## config.mk

```make
export PLATFORM = sky130hd
export DESIGN_NAME = cmd_byte_deser
export DESIGN_NICKNAME = d
export VERILOG_FILES = /design/src/rtl/cmd_deser_pkg.sv /design/src/rtl/cmd_deser_ctrl.sv /design/src/rtl/cmd_deser_dp.sv /design/src/rtl/cmd_byte_deser.sv
export SDC_FILE = /design/constraint.sdc
export NUM_CORES = 1
export LEC_CHECK = 0
export BUFFER_PORTS_ARGS = -buffer_cell sky130_fd_sc_hd__buf_4
export CELL_PAD_IN_SITES_DETAIL_PLACEMENT = 2
export CELL_PAD_IN_SITES_GLOBAL_PLACEMENT = 2
export CORE_UTILIZATION = 35
export DETAILED_ROUTE_END_ITERATION = 12
export GPL_ROUTABILITY_DRIVEN = 0
export PLACE_DENSITY_LB_ADDON = 0.12
export REMOVE_ABC_BUFFERS = 1
export SYNTH_ARGS = -nofsm -noshare
export SYNTH_HDL_FRONTEND = slang
export SYNTH_HIERARCHICAL = 1
export SYNTH_SLANG_ARGS = --single-unit
export TNS_END_PERCENT = 5
```

## constraint.sdc

```tcl
create_clock -name clk -period 3 [get_ports clk]
set_input_delay 0.15 -clock clk [delete_from_list [all_inputs] [get_ports clk]]
set_output_delay 0.15 -clock clk [all_outputs]
set_load 0.005 [all_outputs]
```

## src/rtl/cmd_deser_pkg.sv

```systemverilog
package cmd_deser_pkg;

  // Strobes from control to datapath for the byte sampled this cycle.
  typedef struct packed {
    logic       loadLo;    // byte is address low
    logic       loadHi;    // byte is address high
    logic       loadData;  // byte is a data byte
    logic [1:0] dataSlot;  // which data byte (0 = least significant)
    logic       commit;    // last captured byte of a matching command
  } deserCtl_t;

  localparam int MAX_CMD_BYTES = 6;

endpackage

```

## src/rtl/cmd_deser_ctrl.sv

```systemverilog
module cmd_deser_ctrl
  import cmd_deser_pkg::*;
#(
  parameter int CAPTURE_BYTES = 3
) (
  input  logic      clk,
  input  logic      rst,
  input  logic      cmdStb,
  input  logic      addrHit,
  output deserCtl_t ctl,
  output logic      weOut
);

  localparam int CW = $clog2(MAX_CMD_BYTES + 1);
  localparam logic [CW-1:0] LAST_IDX = CW'(CAPTURE_BYTES - 1);

  logic          busy;
  logic [CW-1:0] cnt;
  logic [CW-1:0] curIdx;
  logic [CW-1:0] slotW;
  logic          take;
  logic          lastByte;

  always_comb begin
    curIdx       = cmdStb ? '0 : cnt;
    take         = cmdStb | busy;
    slotW        = curIdx - CW'(2);
    lastByte     = take && (curIdx == LAST_IDX);
    ctl.loadLo   = take && (curIdx == CW'(0));
    ctl.loadHi   = take && (curIdx == CW'(1));
    ctl.loadData = take && (curIdx >= CW'(2));
    ctl.dataSlot = slotW[1:0];
    ctl.commit   = lastByte && addrHit;
  end

  always_ff @(posedge clk) begin
    if (rst) begin
      busy  <= 1'b0;
      cnt   <= '0;
      weOut <= 1'b0;
    end else begin
      weOut <= ctl.commit;
      if (take) begin
        if (lastByte) begin
          busy <= 1'b0;
          cnt  <= '0;
        end else begin
          busy <= 1'b1;
          cnt  <= curIdx + CW'(1);
        end
      end
    end
  end

  assert_we_pulse_R4: assert property (@(posedge clk) disable iff (rst)
    weOut |=> !weOut);

  assert_restart_R7: assert property (@(posedge clk) disable iff (rst)
    cmdStb |=> (busy && cnt == CW'(1)));

  assert_cnt_range_R2: assert property (@(posedge clk) disable iff (rst)
    (busy |-> cnt < CW'(CAPTURE_BYTES)) and (!busy |-> cnt == '0));

  assert_reset_clear_R8: assert property (@(posedge clk)
    rst |=> (!weOut && !busy));

endmodule

```

## src/rtl/cmd_deser_dp.sv

```systemverilog
module cmd_deser_dp
  import cmd_deser_pkg::*;
#(
  parameter logic [15:0] BASE_ADDR     = 16'h0702,
  parameter logic [15:0] ADDR_MASK     = 16'h07FF,
  parameter int          ADDR_WIDTH    = 1,
  parameter int          DATA_WIDTH    = 8,
  parameter int          CAPTURE_BYTES = 3
) (
  input  logic                  clk,
  input  logic                  rst,
  input  logic [7:0]            byteIn,
  input  deserCtl_t             ctl,
  output logic                  addrHit,
  output logic [ADDR_WIDTH-1:0] addrOut,
  output logic [DATA_WIDTH-1:0] dataOut
);

  localparam int DATA_BYTES = CAPTURE_BYTES - 2;
  localparam int SHW        = 8 * DATA_BYTES;

  logic [15:0]    addrReg;
  logic [SHW-1:0] dataSh;
  logic [SHW-1:0] nextSh;

  // Data bytes with the current byte merged into its slot.
  for (genvar j = 0; j < DATA_BYTES; j++) begin : gSlot
    assign nextSh[8*j +: 8] = (ctl.loadData && ctl.dataSlot == 2'(j)) ? byteIn
                                                                      : dataSh[8*j +: 8];
  end

  assign addrHit = ((addrReg ^ BASE_ADDR) & ADDR_MASK) == 16'h0000;

  always_ff @(posedge clk) begin
    if (rst) begin
      addrReg <= '0;
      dataSh  <= '0;
      addrOut <= '0;
      dataOut <= '0;
    end else begin
      if (ctl.loadLo)   addrReg[7:0]  <= byteIn;
      if (ctl.loadHi)   addrReg[15:8] <= byteIn;
      if (ctl.loadData) dataSh        <= nextSh;
      if (ctl.commit) begin
        addrOut <= addrReg[ADDR_WIDTH-1:0];
        dataOut <= nextSh[DATA_WIDTH-1:0];
      end
    end
  end

  assert_no_commit_early_R1: assert property (@(posedge clk) disable iff (rst)
    ctl.commit |-> (!ctl.loadLo && !ctl.loadHi && ctl.loadData));

endmodule

```

## src/rtl/cmd_byte_deser.sv

```systemverilog
module cmd_byte_deser
  import cmd_deser_pkg::*;
#(
  parameter logic [15:0] BASE_ADDR     = 16'h0702,
  parameter logic [15:0] ADDR_MASK     = 16'h07FF,
  parameter int          ADDR_WIDTH    = 1,
  parameter int          DATA_WIDTH    = 8,
  parameter int          CAPTURE_BYTES = 3
) (
  input  logic                  clk,
  input  logic                  rst,
  input  logic [7:0]            cmdByte,
  input  logic                  cmdStb,
  output logic [ADDR_WIDTH-1:0] wrAddr,
  output logic [DATA_WIDTH-1:0] wrData,
  output logic                  wrEn
);

  deserCtl_t ctl;
  logic      addrHit;

  cmd_deser_ctrl #(
    .CAPTURE_BYTES(CAPTURE_BYTES)
  ) uCtrl (
    .clk    (clk),
    .rst    (rst),
    .cmdStb (cmdStb),
    .addrHit(addrHit),
    .ctl    (ctl),
    .weOut  (wrEn)
  );

  cmd_deser_dp #(
    .BASE_ADDR    (BASE_ADDR),
    .ADDR_MASK    (ADDR_MASK),
    .ADDR_WIDTH   (ADDR_WIDTH),
    .DATA_WIDTH   (DATA_WIDTH),
    .CAPTURE_BYTES(CAPTURE_BYTES)
  ) uDp (
    .clk    (clk),
    .rst    (rst),
    .byteIn (cmdByte),
    .ctl    (ctl),
    .addrHit(addrHit),
    .addrOut(wrAddr),
    .dataOut(wrData)
  );

  assert_hold_outputs_R6: assert property (@(posedge clk) disable iff (rst)
    !wrEn |-> ($stable(wrAddr) && $stable(wrData)));

endmodule

```

==> summary.txt, run 1 <==
Status
  • Outcome: complete, no violations

STA
  • Period utilization: 0.686
  • Max Freq: 486 MHz
  • Worst hold slack: approximately 0.044 ns
  • Worst-margin pin slew: just under 1 ns
  • Final setup TNS: 0 ns
  • Hold Fails Final Rpt: 0
  • RSZ-0062 raised after global routing: false
  • Final setup vio count: 0
  • Worst Skew: around 0.0058 ns
  • Rel. slew slack: 0.338
  • Fin crit period: 2.06 ns
  • Max Transition Viols Final: 0

Route
  • Detailed Route WL: 2830 um
  • Initial DRC Count: roughly 50
  • # DRC: 0
  • ANT nets after route: 0
  • Pre-antenna DRT Iters: 4
  • Via count: 950
  • Post-DR wirelength/cell: around 15 um
  • Vias per inst: slightly below 5

Clocking
  • CTS tree: yes
  • Setup Buffers After CTS: 0
  • Clock Path Buffers: 2
  • Hold_buf cts: 0
  • # H-tree levels: 2
  • Clock-pin slew on the worst setup and hold paths: ~0.09 ns
  • Clk_lat worst skew: roughly 0.32 ns
  • Clock root cell: clkbuf_4
  • Cts repair resizes: 0
  • TritonCTS Buffers: 5
  • Clock sinks: 33

Setup path
  • Buf/Inv on CP: 0
  • Crit end category: flop
  • Worst Path Required: 3.24 ns
  • CP arrival: around 2.3 ns
  • Critical path depth: 4
  • Max stage delay on crit path: approximately 0.79 ns
  • Crit Path Class: flop to flop
  • Worst-path maximum fanout: 9
  • FF-to-FF path depth: 4
  • CP top delay family: simple AND/OR/NAND/NOR gates
  • CP Launch Type: flop
  • CP cell instances: o211a_1 -> nor3b_2 -> mux2i_1 -> a211oi_1
  • Crit-path slowest cell: nor3b_2

Power and ir drop
  • Sw frac: 0.229
  • Comb power frac: 0.068
  • PD cells: 512 mW/mm^2
  • Final Total Pwr: around 760 uW
  • Clock Power Share: 0.325
  • Sw power: between 150 and 200 uW
  • Power Internal: just under 600 uW
  • Worst ir drop on vdd: approximately 0.23 mV
  • Leakage: roughly 0.59 nW
  • Sequential share of power: 0.607

Finish
  • Multi-input logic area: roughly 540 um^2
  • Most frequent cells in the layout: 33 x dfxtp_1, 30 x nor2_1, 20 x buf_4, 20 x mux2i_1, 8 x a211oi_1
  • Filler instances: ~370
  • Ratio of cells with drive above 1 in the final layout: 0.214
  • Post-Layout Cell Count: between 150 and 200
  • FF/Latch Area: between 600 and 700 um^2
  • Most common cell after layout, fill and taps aside: dfxtp_1
  • Fin nets: 156
  • Antenna Cells: 0
  • Area grow syn2layout: 16.7%

Global route
  • Initial antenna violation count: 0
  • GRT overflow: 0
  • Pin count of the biggest net entering global routing: 34
  • Total GRT Usage: 0.168
  • First-pass GRT wire length: 4950 um
  • Vias in the first global route: ~1,000

Floorplanning
  • Row cnt: 21
  • DIE AREA: slightly below 0.004 mm^2
  • I/O pins: 21
  • Core area: approximately 0.0034 mm^2
  • Die width: roughly 62 um
  • Starting Density: 0.374
  • Die Y: a little over 60 um

Worst hold path
  • Hold Path Depth: 2
  • Hold crit path type: input pin to flop

Logic synthesis
  • Synth warnings: 6
  • Sequential fraction of the synthesis area: 0.521
  • Synthesized area: roughly 0.0013 mm^2
  • Cells after Synth: approximately 130
  • #FFs+latches synth: 33
  • Primary FF master, synth: dfxtp_1
  • Synth area leaders: dfxtp_1 52%, mux2i_1 16%, nor2_1 8.9%
  • Library cells used by synthesis: 27
  • Post-synth EDFFs: 0
  • Ys async rst share: 0
  • Avg Inst Size Synth: approximately 10 um^2
  • Post-synth top area share: 0.521
  • Synth area leader: dfxtp_1

Placement
  • Placed insts: roughly 180
  • Port Buffer Count: 20
  • DP Wirelength: just under 2000 um

Job
  • Max-Cap Viols: 0
## layout make-up
type | count | share of cell area
timing repair buffer | 20 | 0.102
clock buffer | 7 | 0.0372
inverter | 3 | 0.00761
sequential | 33 | 0.447
multi-input combinational | 82 | 0.368
tap | 46 | 0.0389
## sequential cells by signal (all words and copies together) (netlist names)
signal,cells
uDp/addrReg,11
uDp/dataOut,8
uDp/dataSh,8
uCtrl/cnt,3
uCtrl/busy,1
uCtrl/weOut,1
uDp/addrOut,1
## cell families after synthesis
kind of cell	count (synthesis)	share of synthesized area
and+or+nand+nor	46	0.183
xor gates and xnor gates	1	0.00691
AOI/OAI and AO/OA	15	0.0819
buffers and inverters	12	0.0494
muxes	20	0.158
DFF	33	0.521
## worst reg2reg max path, stage by stage, from the launching register on
cell and delay (ns):
dfxtp_1 0.50, o211a_1 0.19, nor3b_2 0.79, mux2i_1 0.23, a211oi_1 0.26
## path summary, 6_finish.rpt
| check | to | slack [ns] | startpoint |
|---|---|---|---|
| worst min register to register | uDp/dataOut[6]$_SDFFE_PP0P_ | 0.49 | uDp/dataOut[6]$_SDFFE_PP0P_ |
| worst min-delay path | uCtrl/cnt[1]$_SDFFE_PP0P_ | 0.04 | cmdStb |
| worst max-delay path | uDp/dataOut[0]$_SDFFE_PP0P_ | 0.94 | uCtrl/cnt[1]$_SDFFE_PP0P_ |
| worst max register to register | uDp/dataOut[0]$_SDFFE_PP0P_ | 0.94 | uCtrl/cnt[1]$_SDFFE_PP0P_ |
## through the flow
stage,util,cell area (um^2),setup slack (ns)
2_1_floorplan,-,1220,1.36
3_3_place_gp,0.420,1420,0.982
3_5_place_dp,0.420,1420,0.931
4_1_cts,0.436,1480,0.899
5_1_grt,0.436,1480,0.672
6_report,0.436,1480,0.943
## power groups by stage
| stage | Combinational (mW) | Sequential [mW] | Clock [mW] |
|---|---|---|---|
| floorplan | 0.0274 | 0.466 | 0 |
| global placement | 0.0509 | 0.469 | 0 |
| detailed placement | 0.0525 | 0.469 | 0 |
| CTS | 0.0532 | 0.460 | 0.263 |
| global route | 0.0581 | 0.461 | 0.284 |
| finish | 0.0519 | 0.459 | 0.246 |
## synth_stat cells (2+ instances only)
library cell / n
inv_2: 2
nor4b_1: 2
nand2_1: 2
a211oi_1: 8
dfxtp_1: 33
nand3_1: 2
nand2b_1: 2
nor2_1: 30
buf_1: 2
a21oi_1: 3
nor3b_2: 2
buf_2: 5
mux2i_1: 20
## per-layer routing
layer  share of wire  track usage  vias to the layer above
met5               0            0                        -
met4          0.0039       0.0436                        0
met3           0.040       0.0699                        2
met2            0.52        0.283                       17
met1            0.44        0.196                      463
li1                -            -                      468
(Power assumes the default switching activity.)
==> run 2: changes to the inputs <==
Settings changed: CORE_UTILIZATION 35 to 34.
Clock period 3 ns to 2.12 ns, I/O delays scaled along.
==> summary.txt, run 2 (synthesis results as in run 1) <==
Status
  • Outcome: complete, no violations

Floorplanning
  • DIE AREA: 0.00398 mm^2
  • I/O pins: 21
  • Die width: 63.1 um
  • Starting Density: 0.368
  • Core area: around 0.0034 mm^2
  • Row cnt: 21
  • Die Y: between 60 and 70 um

Setup path
  • Crit-path slowest cell: and4_4
  • Worst reg2reg endpoint: uDp/addrOut$_SDFFE_PP0P_
  • CP Launch Type: flop
  • CP cell instances: nor4b_1 -> nand4_1 -> nor4b_1 -> and4_4 -> mux2i_1 -> nor2_1
  • Internal reg-to-reg setup slack: about 0.17 ns
  • CP most frequent cell: nor4b_1
  • CP arrival: 2.11 ns
  • Worst-path maximum fanout: 18
  • Crit end category: flop
  • Crit Path Class: flop to flop
  • Worst Path Required: ~2.3 ns
  • FF-to-FF path depth: 6
  • R2r startpoint: uDp/addrReg[0]$_SDFFE_PP0P_
  • Max stage delay on crit path: 0.41 ns

Finish
  • Area grow syn2layout: 23.3%
  • Biggest register: uDp/addrReg
  • Ratio of cells with drive above 1 in the final layout: 0.235
  • Number of flip-flops in the largest register: 11
  • Biggest regs: uDp/addrReg x11, uDp/dataOut x8, uDp/dataSh x8
  • Post-Layout Cell Count: approximately 200
  • Fin area: approximately 0.0016 mm^2
  • Filler instances: 386
  • Antenna Cells: 0
  • Fin nets: 159
  • FF/Latch Area: about 660 um^2
  • Most frequent cells in the layout: 33 x dfxtp_1, 30 x nor2_1, 23 x buf_4
  • Post-layout util: 0.454
  • Multi-input logic area: roughly 540 um^2
  • Most common cell after layout, fill and taps aside: dfxtp_1

STA
  • Final setup vio count: 0
  • Period utilization: 0.920
  • Worst Skew: 0.00483 ns
  • Final setup TNS: 0 ns
  • Max Freq: 513 MHz
  • Fin crit period: roughly 1.9 ns
  • Worst-margin pin slew: around 0.44 ns
  • RSZ-0062 raised after global routing: false
  • Rel. slew slack: 0.706
  • Max Transition Viols Final: 0
  • Hold Fails Final Rpt: 0

Route
  • Initial DRC Count: 48
  • Via count: roughly 1,000
  • Pre-antenna DRT Iters: 3
  • Post-DR wirelength/cell: between 15 and 20 um
  • ANT nets after route: 0
  • Detailed Route WL: between 3000 and 4000 um
  • Vias per inst: ~5
  • # DRC: 0

Clocking
  • Hold_buf cts: 0
  • Setup Buffers After CTS: 0
  • CTS tree: yes
  • TritonCTS Buffers: 5
  • Clock-pin slew on the worst setup and hold paths: roughly 0.06 ns
  • Clk_lat worst skew: 0.29 ns
  • Clock root cell: clkbuf_8
  • # H-tree levels: 2
  • Clock Path Buffers: 2
  • Clock sinks: 33
  • Cts repair resizes: 0

Power and ir drop
  • Worst ir drop on vdd: about 0.51 mV
  • PD cells: 854 mW/mm^2
  • Leakage: between 0.6 and 0.7 nW

Worst hold path
  • Hold Path Depth: 2
  • Hold Crit Endpoint: uCtrl/cnt[1]$_SDFFE_PP0P_
  • Hold crit path type: input pin to flop
  • HP Start: cmdStb

Job
  • Max-Cap Viols: 0

Placement
  • Port Buffer Count: 20
  • Area after DPL: about 0.0014 mm^2
  • DP Wirelength: between 2000 and 2500 um
  • Placed insts: 187

Global route
  • Pin count of the biggest net entering global routing: 34
  • Total GRT Usage: 0.174
  • Vias in the first global route: 1,035
  • Initial antenna violation count: 0
  • GRT overflow: 0
  • First-pass GRT wire length: roughly 5000 um
==> run 2: how the worst max path moves through the flow <==
stage / startpoint / endpoint / slack [ns]
after floorplan: uDp/addrReg[7]$_SDFFE_PP0P_ / uDp/addrOut$_SDFFE_PP0P_ / 0.48
after global placement: uDp/addrReg[0]$_SDFFE_PP0P_ / uDp/addrOut$_SDFFE_PP0P_ / 0.30
after CTS: uDp/addrReg[7]$_SDFFE_PP0P_ / uDp/addrOut$_SDFFE_PP0P_ / 0.15
after global routing: uDp/addrReg[0]$_SDFFE_PP0P_ / uDp/addrOut$_SDFFE_PP0P_ / 0.06
final: uDp/addrReg[0]$_SDFFE_PP0P_ / uDp/addrOut$_SDFFE_PP0P_ / 0.17
after detailed placement: uDp/addrReg[0]$_SDFFE_PP0P_ / uDp/addrOut$_SDFFE_PP0P_ / 0.17
==> run 2: through the flow <==
stage / power, mW / setup slack (ns) / hold WS [ns]
after floorplan: 0.698 / 0.476 / 0.175
after global placement: 0.736 / 0.300 / 0.322
after detailed placement: 0.740 / 0.166 / 0.330
after CTS: 1.36 / 0.152 / 0.0243
after global routing: 1.39 / 0.0618 / 0.0231
final: 1.33 / 0.170 / 0.0369
==> run 2: final cells by class <==
cell class / count / share of cell area
multi-input combinational: 82 / 0.348
inverter: 3 / 0.00721
sequential: 33 / 0.423
timing repair buffer: 23 / 0.110
clock inverter: 1 / 0.0192
clock buffer: 7 / 0.0552
tap: 46 / 0.0368
==> run 2: routing by layer <==
| layer | global-route usage | up-vias | share of wire | wire length, um |
|---|---|---|---|---|
| met5 | 0 | - | 0 | 0 |
| met4 | 0.0872 | 0 | 0.021 | 65 |
| met3 | 0.0725 | 4 | 0.043 | 131 |
| met2 | 0.305 | 17 | 0.52 | 1600 |
| met1 | 0.176 | 476 | 0.41 | 1260 |
| li1 | - | 475 | - | - |
==> run 2: worst max-delay path: cells and delay by family, from the launching register on <==
family,cells,cell delay (ns)
multiplexers,1,0.25
flip-flops,1,0.32
AND/OR/NAND/NOR,5,1.24
==> run 2: power breakdown <==
| group | internal, mW | leakage (nW) | total, mW | switching, mW |
|---|---|---|---|---|
| clock | 0.383 | 0.0585 | 0.607 | 0.224 |
| combinational | 0.0354 | 0.303 | 0.0767 | 0.0412 |
| sequential | 0.636 | 0.268 | 0.651 | 0.0156 |
